**config.mk**
```make
export PLATFORM = sky130hd
export DESIGN_NAME = bounce_seq
export DESIGN_NICKNAME = d
export VERILOG_FILES = /design/src/rtl/bounce_pkg.sv /design/src/rtl/bounce_step_decode.sv /design/src/rtl/bounce_dir_reg.sv /design/src/rtl/bounce_count_reg.sv /design/src/rtl/bounce_seq.sv
export SDC_FILE = /design/constraint.sdc
export NUM_CORES = 1
export LEC_CHECK = 0
export ABC_CLOCK_PERIOD_IN_PS = 1150
export CORE_AREA = 2 2 39 41
export DETAILED_ROUTE_END_ITERATION = 12
export DIE_AREA = 0 0 41 43
export SKIP_CTS_REPAIR_TIMING = 1
export SYNTH_ARGS = -nofsm -noshare
export SYNTH_HDL_FRONTEND = slang
export SYNTH_SLANG_ARGS = --single-unit
export TNS_END_PERCENT = 30
```
**constraint.sdc**
```tcl
create_clock -name clk -period 1.15 [get_ports clk]
set_clock_uncertainty 0.05 [all_clocks]
set_input_delay 0.1725 -clock clk [delete_from_list [all_inputs] [get_ports clk]]
set_output_delay 0.1725 -clock clk [all_outputs]
set_load 0.01 [all_outputs]
```
**src/rtl/bounce_pkg.sv**
```systemverilog
package bounce_pkg;

  // Direction encoding shared by the direction register and the decoder.
  typedef enum logic {
    DIR_DOWN = 1'b0,
    DIR_UP   = 1'b1
  } dir_e;

endpackage

```
**src/rtl/bounce_step_decode.sv**
```systemverilog
module bounce_step_decode #(
  parameter int WIDTH = 2
) (
  input  logic [WIDTH-1:0] count_i,
  input  logic             dir_up_i,
  output logic             step_en_o
);

  localparam int LEVELS = 1 << WIDTH;

  logic [LEVELS-1:0] level_hit;
  logic              interior;

  // One-hot decode of the present count value.
  genvar gi;
  generate
    for (gi = 0; gi < LEVELS; gi++) begin : g_level
      assign level_hit[gi] = (count_i == WIDTH'(gi));
    end
  endgenerate

  // Interior values always step; end values step only when heading inward.
  always_comb begin
    interior = 1'b0;
    for (int i = 1; i < LEVELS - 1; i++) begin
      interior = interior | level_hit[i];
    end
  end

  assign step_en_o = interior
                   | (level_hit[LEVELS-1] & ~dir_up_i)
                   | (level_hit[0]        &  dir_up_i);

endmodule

```
**src/rtl/bounce_dir_reg.sv**
```systemverilog
module bounce_dir_reg
  import bounce_pkg::*;
(
  input  logic clk,
  input  logic rst,
  input  logic step_en_i,
  output logic dir_up_o
);

  dir_e dir_q;
  dir_e dir_d;

  // Hold while stepping, complement while stalled.
  always_comb begin
    if (step_en_i) begin
      dir_d = dir_q;
    end else begin
      dir_d = (dir_q == DIR_UP) ? DIR_DOWN : DIR_UP;
    end
  end

  always_ff @(posedge clk) begin
    if (rst) begin
      dir_q <= DIR_UP;
    end else begin
      dir_q <= dir_d;
    end
  end

  assign dir_up_o = (dir_q == DIR_UP);

endmodule

```
**src/rtl/bounce_count_reg.sv**
```systemverilog
module bounce_count_reg #(
  parameter int WIDTH = 2
) (
  input  logic             clk,
  input  logic             rst,
  input  logic             step_en_i,
  input  logic             dir_up_i,
  output logic [WIDTH-1:0] count_o
);

  logic [WIDTH-1:0] count_q;
  logic [WIDTH-1:0] count_d;

  always_comb begin
    count_d = count_q;
    if (step_en_i) begin
      if (dir_up_i) begin
        count_d = count_q + WIDTH'(1);
      end else begin
        count_d = count_q - WIDTH'(1);
      end
    end
  end

  always_ff @(posedge clk) begin
    if (rst) begin
      count_q <= '0;
    end else begin
      count_q <= count_d;
    end
  end

  assign count_o = count_q;

endmodule

```
**src/rtl/bounce_seq.sv**
```systemverilog
module bounce_seq #(
  parameter int WIDTH = 2
) (
  input  logic             clk,
  input  logic             rst,
  output logic [WIDTH-1:0] count_o,
  output logic             dir_up_o
);

  logic             step_en;
  logic [WIDTH-1:0] count_q;
  logic             dir_up_q;

  bounce_step_decode #(.WIDTH(WIDTH)) dec_i (
    .count_i   (count_q),
    .dir_up_i  (dir_up_q),
    .step_en_o (step_en)
  );

  bounce_count_reg #(.WIDTH(WIDTH)) cnt_i (
    .clk       (clk),
    .rst       (rst),
    .step_en_i (step_en),
    .dir_up_i  (dir_up_q),
    .count_o   (count_q)
  );

  bounce_dir_reg dir_i (
    .clk       (clk),
    .rst       (rst),
    .step_en_i (step_en),
    .dir_up_o  (dir_up_q)
  );

  assign count_o  = count_q;
  assign dir_up_o = dir_up_q;

endmodule

```
==> results of run 1 <==
[state kept, by name, indices dropped and copies added, names as in the netlist]
signal          flops
cnt_i.count_o       2
dir_i.dir_up_o      1
[worst max path at each step]
| stage | cells past startpoint | start | endpoint | slack (ps) |
|---|---|---|---|---|
| global placement | 4 | cnt_i.count_o[0] | cnt_i.count_o[0] | -50 |
| CTS | 1 | dir_i.dir_up_o | dir_up_o | -270 |
| global route | 5 | cnt_i.count_o[1] | cnt_i.count_o[0] | -130 |
| detailed placement | 5 | cnt_i.count_o[1] | cnt_i.count_o[1] | -90 |
| finish | 5 | cnt_i.count_o[1] | cnt_i.count_o[0] | -70 |
| floorplan | 5 | cnt_i.count_o[0] | cnt_i.count_o[0] | -60 |
[power by group through the flow]
stage,Combinational (mW),Clock (mW),Sequential [mW]
6_report,0.532,0.190,0.203
5_1_grt,0.597,0.209,0.212
4_1_cts,0.535,0.197,0.207
3_5_place_dp,0.532,0,0.210
3_3_place_gp,0.512,0,0.209
2_1_floorplan,0.297,0,0.231
[critical path, cell delays in order (launching register included)]
cell and delay (ps):
dfxtp_4 350, inv_2 40, ha_4 150, mux2_4 260, o21a_1 190, nor3_2 90
[layout by cell type (no fill, tap or decap)]
master,netlist,layout
buf_4,0,4
clkbuf_4,0,3
dlymetal6s2s_1,0,3
inv_2,0,2
inv_1,4,2
nor3_2,1,2
nand2_1,2,2
dfxtp_4,0,2
o21ai_0,1,1
o311ai_1,0,1
mux2_4,1,1
o21a_1,1,1
nor3b_2,0,1
a31oi_1,1,1
a21oi_1,1,1
ha_4,0,1
ha_2,0,1
clkbuf_1,0,1
dfxtp_1,3,1
clkdlybuf4s50_1,0,1
[metal layers]
metal | GRT usage [%] | vias to the layer above | wire length (um)
met3 | 3.14 | 3 | 21
li1 | - | 92 | -
met5 | 0 | - | 0
met4 | 8.00 | 0 | 24
met1 | 8.01 | 85 | 178
met2 | 8.75 | 7 | 180
[cell families (layout without fill, tap and decap cells)]
family                     after synthesis  in the layout  share of synthesized area [%]
AOI/OAI and AO/OA                        5              5                           18.3
adders and majority gates                2              2                           14.1
muxes                                    1              1                           8.45
buffers and inverters                    4             16                           8.45
and+or+nand+nor                          5              5                           16.9
DFF                                      3              3                           33.8
[final cells by class]
type,instances,area (um2)
Clock buffer,4,26.3
Fill cell,151,1050
Inverter,4,15.0
Multi-Input combinational cell,13,128
Sequential cell,3,67.6
Tap cell,16,20.0
Timing Repair Buffer,8,77.6
==> flow_summary.json, run 1 <==
{
  "outcome": "finished with violations",
  "violations": "negative setup slack",
  "post-route-util_pct": 24.1,
  "area_delta_synth_final_pct": 88.0,
  "yosys_register_bits": 3,
  "synth_ff_type": "dfxtp_1",
  "seq_area_frac_synth_pct": 33.8,
  "drv_slew": 0,
  "hold_end": "cnt_i.count_o[0]",
  "dp_slack_ps": -94.1,
  "stdcell_area_um2": 334,
  "min_period_over_period_pct": 106,
  "finalSetupViolCount": 2,
  "period_needed_ps": 1220,
  "max_freq_ghz": 0.822,
  "end_kind": "register",
  "cts_max_level": 1,
  "place.port_buffers": 4,
  "viasPerCell": 3.90,
  "nNetsFinal": 37,
  "grt_overflow": 0,
  "p_leak_nw": 0.165,
  "numClockSinks": 3,
  "die_w_um": 41,
  "grt_max_degree": 8,
  "power_frac_clock_pct": 20.5,
  "place_area_um2": 295,
  "syn_area_per_cell_um2": 8.88,
  "totalWireLength_um": 404,
  "clkTransAtPathRegs_ps": 30,
  "irDropWorstVdd_mv": 0.815,
  "synth_enable_flop_cells": 0,
  "holdWs_ps": 502,
  "pin_count": 5,
  "worstPathArrival_ps": 1330,
  "hold_depth": 2,
  "synth.net_count": 24,
  "crit_type": "reg2reg",
  "syn_inst": 20,
  "grt_pass1_wl_um": 779,
  "path_max_fanout": 4,
  "drt_iter0_drc": 1,
  "power.internal_uw": 591,
  "p_comb_share_pct": 57.5,
  "slew_headroom_pct": 85.8,
  "synth.distinct_cells": 13,
  "fin_tns_setup_ps": -107,
  "power_uw": 924,
  "cap_violations": 0,
  "worst_pin_slew_ps": 210,
  "synth.most_common_cell": "inv_1",
  "cts_tree": "yes",
  "drc_errors": 0,
  "clock_latency_ps": 240,
  "clk_path_buf_depth": 2,
  "synth-warning-count": 0,
  "die_h_um": 43,
  "swShare_pct": 36.0,
  "fp.dieArea_mm2": 0.00176,
  "dp_cells": 44,
  "layout-drive-gt1-share_pct": 53.1,
  "hold_viol_final": 0,
  "num_antenna_cells": 0,
  "cts_root_buf": "clkbuf_4",
  "synth_common_cells": "inv_1 (4), dfxtp_1 (3), ha_1 (2), nand2_1 (2)",
  "core_area_mm2": 0.00138,
  "dr.pass1.iters": 2,
  "ant_nets": 0,
  "grt_util_all_layers_pct": 7.12,
  "post-dp-hpwl_um": 346,
  "hold_path.startpoint": "rst",
  "detail_route.wl_per_cell_um": 8.42,
  "gp_congestion": 0.645,
  "std_cell_rows": 14,
  "hold_path.class": "in2reg",
  "r2r_slack_ps": -70,
  "rr_startpoint": "cnt_i.count_o[1]",
  "p_seq_share_pct": 22.0,
  "final_cells": 48,
  "yosys.area.top_type": "dfxtp_1",
  "async_reset_ff_share_pct": 0,
  "fin_ws_ps": -67.1,
  "first_global_vias": 195,
  "synth_top_area_share_pct": 33.8,
  "reg2reg_to": "cnt_i.count_o[0]",
  "initial_core_util_pct": 12.8,
  "dr_total_vias": 187,
  "p_switching_uw": 333,
  "powerDensity_mw_per_mm2": 2770,
  "crit_required_ps": 1260,
  "start_kind": "register",
  "numCtsBuffers": 3,
  "netlist_top_cells_area": "dfxtp_1 (34%), ha_1 (14%), inv_1 (8.5%)",
  "grt_setup_unrepaired": "true",
  "synth_area_um2": 178,
  "r2r_cells": 5,
  "antenna_found_initial": 0
}
No activity file was read; power rests on OpenSTA's default activity.
==> run 2, diff against run 1 <==
Settings changed: DONT_BUFFER_PORTS set to 1, PLACE_DENSITY set to 0.37.
==> flow_summary.json, run 2 (synthesis gave the netlist of run 1 again) <==
{
  "die_h_um": 43,
  "path_max_fanout": 4,
  "crit_path_top_delay_cell": "dfxtp_4",
  "clk_path_buf_depth": 2,
  "p_comb_share_pct": 55.0,
  "finalSetupViolCount": 2,
  "holdWs_ps": -57.0,
  "r2r_slack_ps": -50,
  "worstPathArrival_ps": 1300,
  "min_period_over_period_pct": 104,
  "crit_type": "reg2reg",
  "cts_tree": "yes",
  "core_area_mm2": 0.00138,
  "drv_slew": 0,
  "p_seq_share_pct": 24.4,
  "drc_errors": 0,
  "grt_pass1_wl_um": 683,
  "grt_util_all_layers_pct": 5.83,
  "stdcell_area_um2": 312,
  "totalWireLength_um": 390,
  "end_kind": "register",
  "initial_core_util_pct": 12.8,
  "violations": "negative hold slack, negative setup slack",
  "swShare_pct": 36.6,
  "outcome": "finished with violations",
  "dr.pass1.iters": 1,
  "dr_total_vias": 166,
  "num_antenna_cells": 0,
  "layout-drive-gt1-share_pct": 63.3,
  "cts_max_level": 1,
  "place.port_buffers": 0,
  "grt_setup_unrepaired": "true",
  "pin_count": 5,
  "dp_slack_ps": -51.5,
  "area_delta_synth_final_pct": 75.4,
  "crit_required_ps": 1260,
  "max_stage_delay_ps": 360,
  "p_switching_uw": 330,
  "final_cell_mix": "buf_4 (6), clkbuf_4 (3)",
  "powerDensity_mw_per_mm2": 2890,
  "nNetsFinal": 35,
  "fp.dieArea_mm2": 0.00176,
  "hold_path.class": "in2reg",
  "largest_reg_flops": 2,
  "first_global_vias": 169,
  "period_needed_ps": 1200,
  "path_cells": "inv_2 -> ha_4 -> mux2_4 -> o21a_1 -> nor3_2",
  "viasPerCell": 3.61,
  "ant_nets": 0,
  "final_cells": 46,
  "hold_viol_final": 2,
  "numCtsBuffers": 3,
  "antenna_found_initial": 0,
  "max_freq_ghz": 0.835,
  "std_cell_rows": 14,
  "cap_violations": 0,
  "numClockSinks": 3,
  "irDropWorstVdd_mv": 0.704,
  "grt_max_degree": 8,
  "place_area_um2": 270,
  "post-dp-hpwl_um": 287,
  "die_w_um": 41,
  "gp_congestion": 0.692,
  "p_leak_nw": 0.130,
  "clock_latency_ps": 230,
  "grt_overflow": 0,
  "fin_ws_ps": -46.9,
  "power_uw": 900,
  "start_kind": "register",
  "dp_cells": 42,
  "worst_pin_slew_ps": 225,
  "slew_headroom_pct": 84.8,
  "cts_root_buf": "clkbuf_4",
  "drt_iter0_drc": 0,
  "crit_buf_inv": 1,
  "power_frac_clock_pct": 20.6,
  "cp_top_family": "flip-flops",
  "power.internal_uw": 570,
  "detail_route.wl_per_cell_um": 8.48,
  "final_common_cell": "buf_4",
  "clkTransAtPathRegs_ps": 40
}
run 2: changes by cell type in the layout (fill, tap and decap cells not counted):
| cell | delta |
|---|---|
| buf_4 | +2 |
| clkdlybuf4s50_1 | -1 |
| dlymetal6s2s_1 | -3 |
| ha_2 | -1 |
| ha_4 | +1 |
run 2: layout make-up:
| class | instances | area (um2) |
|---|---|---|
| fillers | 159 | 1070 |
| well taps | 16 | 20.0 |
| clock buffers | 4 | 26.3 |
| repair buffers | 6 | 45.0 |
| flip-flops and latches | 3 | 67.6 |
| inverters | 4 | 15.0 |
| multi-input cells | 13 | 138 |
run 2: stage by stage:
stage,utilization (%),hold slack (ps),TNS [ps]
2_1_floorplan,-,182,-57.3
6_report,22.5,-57.0,-72.2
3_3_place_gp,19.5,186,-74.0
4_1_cts,21.4,-66.8,-88.3
3_5_place_dp,19.5,184,-71.8
5_1_grt,22.5,-63.5,-219
run 2: path summary, 6_finish.rpt:
| kind | start | to | cells past startpoint |
|---|---|---|---|
| max | cnt_i.count_o[1] | cnt_i.count_o[0] | 5 |
| min | rst | cnt_i.count_o[0] | 1 |
| max reg2reg | cnt_i.count_o[1] | cnt_i.count_o[0] | 5 |
| min reg2reg | dir_i.dir_up_o | cnt_i.count_o[1] | 2 |
run 2: metal layers:
metal | vias up | share of wire (%) | global-route usage [%]
met3 | 0 | 5.6 | 1.57
met1 | 72 | 46 | 8.71
met2 | 3 | 48 | 5.94
li1 | 91 | - | -
met4 | 0 | 0 | 6.00
met5 | - | 0 | 0
run 2: worst register-to-register path, stage by stage (launching register included):
cell,delay [ps]
dfxtp_4,360
inv_2,50
ha_4,150
mux2_4,260
o21a_1,170
nor3_2,80
run 2: power groups by stage:
stage	Clock [mW]	Sequential (mW)	Combinational, mW
6_report	0.185	0.220	0.495
5_1_grt	0.207	0.228	0.557
4_1_cts	0.197	0.206	0.486
3_5_place_dp	0	0.208	0.485
3_3_place_gp	0	0.209	0.487
2_1_floorplan	0	0.231	0.297
